===== src/rtl/sram_gate_pkg.sv =====
package sram_gate_pkg;

  typedef enum logic [1:0] {
    ACC_IDLE  = 2'd0,
    ACC_WRITE = 2'd1,
    ACC_READ  = 2'd2,
    ACC_QUIET = 2'd3
  } accKind_t;

  typedef struct packed {
    logic live;
    logic write;
    logic read;
  } gateStrobes_t;

endpackage


===== src/rtl/sram_gate_ctrl.sv =====
module sram_gate_ctrl
  import sram_gate_pkg::*;
(
  input  logic         clk,
  input  logic         rstN,
  input  logic         ceN,
  input  logic         oeN,
  input  logic         weN,
  input  logic         pwrFail,
  output gateStrobes_t strobes
);

  logic     prevCeN;
  logic     holdBlock;
  logic     cycleStart;
  logic     blockNow;
  accKind_t kind;

  // a cycle opens when ceN is low now but was high at the last edge
  assign cycleStart = !ceN && prevCeN;
  assign blockNow   = !rstN || (cycleStart ? pwrFail : holdBlock);

  always_ff @(posedge clk) begin
    if (!rstN) begin
      prevCeN   <= 1'b1;
      holdBlock <= 1'b1;
    end else begin
      prevCeN <= ceN;
      if (cycleStart) holdBlock <= pwrFail;
    end
  end

  always_comb begin
    if (ceN)        kind = ACC_IDLE;
    else if (!weN)  kind = ACC_WRITE;
    else if (!oeN)  kind = ACC_READ;
    else            kind = ACC_QUIET;
  end

  always_comb begin
    strobes.live  = (kind != ACC_IDLE) && !blockNow;
    strobes.write = strobes.live && (kind == ACC_WRITE);
    strobes.read  = strobes.live && (kind == ACC_READ);
  end

endmodule


===== src/rtl/sram_gate_datapath.sv =====
module sram_gate_datapath
  import sram_gate_pkg::*;
#(
  parameter int ADDR_W   = 19,
  parameter int WIN_BITS = 4
) (
  input  logic [ADDR_W-1:0]   addr,
  input  gateStrobes_t        strobes,
  output logic                ramCeN,
  output logic                ramOeN,
  output logic                regSel,
  output logic                regWr,
  output logic                regRd,
  output logic [WIN_BITS-1:0] regIdx,
  output logic                dataOutEn
);

  localparam int HIGH_W = ADDR_W - WIN_BITS;

  logic [HIGH_W-1:0] upperBits;
  logic              regHit;

  assign upperBits = addr[ADDR_W-1:WIN_BITS];
  assign regHit    = &upperBits;
  assign regIdx    = addr[WIN_BITS-1:0];

  assign ramCeN    = !(strobes.live && !regHit);
  assign ramOeN    = !(strobes.read && !regHit);
  assign regSel    = strobes.live && regHit;
  assign regWr     = strobes.write && regHit;
  assign regRd     = strobes.read && regHit;
  assign dataOutEn = strobes.read;

endmodule


===== src/rtl/sram_access_gate.sv =====
module sram_access_gate
  import sram_gate_pkg::*;
#(
  parameter int ADDR_W   = 19,
  parameter int WIN_BITS = 4
) (
  input  logic                clk,
  input  logic                rstN,
  input  logic [ADDR_W-1:0]   addr,
  input  logic                ceN,
  input  logic                oeN,
  input  logic                weN,
  input  logic                pwrFail,
  output logic                ramCeN,
  output logic                ramOeN,
  output logic                regSel,
  output logic                regWr,
  output logic                regRd,
  output logic [WIN_BITS-1:0] regIdx,
  output logic                dataOutEn
);

  gateStrobes_t strobes;

  sram_gate_ctrl i_ctrl (
    .clk     (clk),
    .rstN    (rstN),
    .ceN     (ceN),
    .oeN     (oeN),
    .weN     (weN),
    .pwrFail (pwrFail),
    .strobes (strobes)
  );

  sram_gate_datapath #(
    .ADDR_W   (ADDR_W),
    .WIN_BITS (WIN_BITS)
  ) i_datapath (
    .addr      (addr),
    .strobes   (strobes),
    .ramCeN    (ramCeN),
    .ramOeN    (ramOeN),
    .regSel    (regSel),
    .regWr     (regWr),
    .regRd     (regRd),
    .regIdx    (regIdx),
    .dataOutEn (dataOutEn)
  );

endmodule


===== config.mk =====
export PLATFORM = sky130hd
export DESIGN_NAME = sram_access_gate
export DESIGN_NICKNAME = d
export VERILOG_FILES = /design/src/rtl/sram_gate_pkg.sv /design/src/rtl/sram_gate_ctrl.sv /design/src/rtl/sram_gate_datapath.sv /design/src/rtl/sram_access_gate.sv
export SDC_FILE = /design/constraint.sdc
export NUM_CORES = 1
export LEC_CHECK = 0
export BUFFER_PORTS_ARGS = -buffer_cell sky130_fd_sc_hd__buf_2
export CAP_MARGIN = 10
export CELL_PAD_IN_SITES_DETAIL_PLACEMENT = 1
export CELL_PAD_IN_SITES_GLOBAL_PLACEMENT = 1
export CORE_AREA = 2 2 39 41
export CTS_BUF_LIST = sky130_fd_sc_hd__clkbuf_8
export CTS_CLUSTER_DIAMETER = 100
export CTS_CLUSTER_SIZE = 12
export DETAILED_ROUTE_END_ITERATION = 8
export DIE_AREA = 0 0 41 43
export GPL_ROUTABILITY_DRIVEN = 0
export PLACE_DENSITY_LB_ADDON = 0.05
export SYNTH_ARGS = -nofsm -noshare
export SYNTH_HDL_FRONTEND = slang
export SYNTH_SLANG_ARGS = --single-unit
export TNS_END_PERCENT = 10

===== constraint.sdc =====
create_clock -name clk -period 2.5 [get_ports clk]
set_input_delay 0.375 -clock clk [delete_from_list [all_inputs] [get_ports clk]]
set_output_delay 0.375 -clock clk [all_outputs]
set_load 0.01 [all_outputs]

==> metrics.md <==
| Metric | Value |
|---|---|
| Number of buffers added to fix hold violations after cts | `0` |
| Buffer cell driving the clock tree root | `clkbuf_8` |
| Most frequently used cell type in the post-synthesis netlist | `buf_4` |
| Max Fclk | `530 MHz` |
| Final net count | `75` |
| Worst path arrival time | `about 1.5 ns` |
| Vertical die dimension | `between 40 and 50 microns` |
| Worst Path Max Fanout | `5` |
| FF+latch count, synth | `2` |
| Post-DRT Antenna Nets | `0` |
| Clock latency on the worst-skew pair | `roughly 0.21 ns` |
| I/O pin count | `35` |
| Number of H-tree branching levels | `1` |
| Total of endpoints with negative setup slack in the final report | `0` |
| Congestion Overflow GR | `0` |
| Final hold viol count | `0` |
| Share of the yosys chip area belonging to registers | `a little under a fifth` |
| Crit path kind | `in2out` |
| Synth Instances | `23` |
| Post-Synthesis Mean Instance Area | `~9.1 sq um` |
| Fin crit period | `1.89 ns` |
| Count of warnings emitted by yosys | `0` |
| Startpoint type of the worst setup path | `primary input` |
| Result of the run | `complete, no violations` |
| Largest family of logic cells by synthesized area | `simple AND/OR/NAND/NOR gates` |
| Vias in the first global route | `257` |
| Synthesized net count | `48` |
| Total routed wirelength | `slightly above 700 microns` |
| Period utilization | `75.5%` |
| Worst Hold Path Cells | `2` |
| Leakage power total | `0.187 nW` |
| Final design area excluding fillers | `372 sq um` |
| Layout-stage area growth over the synthesis result | `76.8%` |
| Fin. max-slew vios | `0` |
| R2r worst-path depth | `3` |
| Pwr Density | `511 nW/um^2` |
| Max-slew headroom | `a little under nine tenths` |
| Antenna diode count | `0` |
| Cell variety after synth | `16` |
| Post-cts resize count | `0` |
| Min-Delay Endpoint | `i_ctrl.holdBlock$_SDFF_PN1_` |
| Core area | `about 1400 sq um` |
| Global-route wire length before repair | `roughly 1100 microns` |
| Die Width | `just over 40 microns` |
| Layout cell share with drive strength beyond 1 | `between 60 and 70%` |
| Buffers on Ports | `26` |
| Clock sink count | `2` |
| Post-Place Setup Slack | `between 0.6 and 0.7 ns` |
| Initial standard-cell utilization of the core | `between 10% and 20%` |
| Maximum number of pins on one net before global-route repair | `7` |
| Total negative setup slack | `0 ns` |
| Number of rows created at floorplan | `14` |
| Setup repair after global routing missed its margin | `no` |
| Initial antenna violation count | `0` |
| Total via count in the routed design | `277` |
| Path class of the lowest-slack min-delay path | `in2reg` |
| Mux contribution to synthesized area | `4.76%` |
| Crit Reg-Reg Endpoint | `i_ctrl.holdBlock$_SDFF_PN1_` |
| Reg-to-reg startpoint | `i_ctrl.prevCeN$_SDFF_PN1_` |
| Minimum setup slack among reg-to-reg paths | `~1.7 ns` |
| Final worst slack | `between 0.6 and 0.7 ns` |
| Netlist area before placement | `~210 sq um` |
| Total placed instance area | `roughly 330 sq um` |
| Post-DP HPWL | `about 660 microns` |
| Most used DFF post-synth | `dfxtp_1` |
| Simple logic cell fraction of the synthesized area | `around 58%` |
| Hold path startpoint | `rstN` |
| Number of buffers inserted to repair setup after CTS | `0` |
| Maximum buffer depth of the clock tree | `2` |
| Data required time of the critical path | `around 2.1 ns` |
| Worst-path clk slew | `about 0.03 ns` |
| All-Layer GR Usage | `10.1%` |
| Number of DRC violations after detailed-routing iteration 0 | `0` |
| Total iterations of the first detailed-routing run | `1` |
| Proportion of netlist area held by the largest area contributor | `between 10% and 20%` |
| Actual transition at the worst max-transition pin | `about 0.22 ns` |
| CP endpoint kind | `output pin` |
| # DRC | `0` |
| Count of flip-flops with a built-in enable after synthesis | `0` |
| Adder and majority gate portion of the synthesized area | `0%` |
| Area of the die | `approximately 1800 sq um` |
| Number of buffers created by CTS | `3` |
| Routed wirelength normalized by instance count | `about 11 microns` |
| Cell type with the largest total area after synthesis | `dfxtp_1` |
| Clock tree from TritonCTS | `yes` |
| Share of synthesized flip-flops with an asynchronous set or reset | `0%` |
| Via count normalized by instance count | `between 4 and 5` |
| Max_cap viols | `0` |
| VDD IR-drop max | `0.000146 V` |
| Top post-synthesis cells by count | `4 x buf_4, 3 x nand2b_1, 2 x dfxtp_1, 2 x nand4_1` |
| Top post-synthesis cells by area | `dfxtp_1 19%, buf_4 14%, nor4b_4 11%` |
| Xor-xnor portion of the synthesized cell area | `0%` |
| Synth Area in Compound Gates | `~4.2%` |
| Maximum clock skew at final layout | `around 0.0035 ns` |
power breakdown:
| part | internal (W) | switching, W |
|---|---|---|
| combinational | 0.0000176 | 0.0000118 |
| clock | 0.000102 | 0.0000236 |
| sequential | 0.0000341 | 0.00000106 |
sequential cells by signal, indices dropped and copies added (netlist names):
register	flops
i_ctrl.holdBlock	1
i_ctrl.prevCeN	1
cells in the final DEF (no fill, tap or decap), drive strengths merged:
cell / synthesis / layout
dfxtp: 2 / 2
nor2: 1 / 1
or4: 1 / 1
nand3: 1 / 1
mux2i: 1 / 1
clkbuf: 0 / 3
a211o: 1 / 1
nand4: 3 / 3
nor2b: 1 / 1
buf: 4 / 26
nand2b: 3 / 3
nor4b: 1 / 1
nor3: 1 / 1
nor3b: 1 / 1
nand2: 1 / 1
nand4bb: 1 / 1
worst max-delay path, stage by stage:
cell and delay (ns):
buf_2 0.07, nand4_1 0.08, or4_4 0.59, nor4b_4 0.22, buf_2 0.17
area by class of cell:
type,count,area (sq um)
clock buffers,3,41.3
fillers,182,1010
multi-input cells,17,140
flip-flops and latches,2,40.0
well taps,16,20.0
repair buffers,26,130
per-stage QoR:
step	instances	util (%)	hold WS [ns]	total power (W)
after global routing	64	26.9	0.341	0.000203
after CTS	64	26.9	0.339	0.000196
after global placement	61	23.9	0.448	0.0000641
after floorplan	23	-	0.435	0.0000517
final	64	26.9	0.342	0.000190
after detailed placement	61	23.9	0.489	0.0000655
worst max path at each step:
stage	from	end	slack (ns)	depth (start not counted)
5_1_grt	addr[11]	regRd	0.56	5
2_1_floorplan	addr[11]	regWr	0.81	3
3_3_place_gp	addr[11]	regRd	0.63	5
4_1_cts	addr[11]	regRd	0.60	5
3_5_place_dp	addr[11]	regRd	0.60	5
6_report	addr[11]	regRd	0.61	5
metal layers:
layer	up-vias	GRT usage [%]	wire length (microns)
met3	0	5.24	85
met4	0	10.0	0
met2	19	14.7	458
met5	-	0	0
li1	134	-	-
met1	124	9.24	180
cells by family (layout without fill, tap and decap cells):
logic type      count (synthesis)  in the layout
mux                             1              1
simple gates                   15             15
compound gates                  1              1
buf+inv                         4             29
flops                           2              2
(Power assumes the default switching activity.)
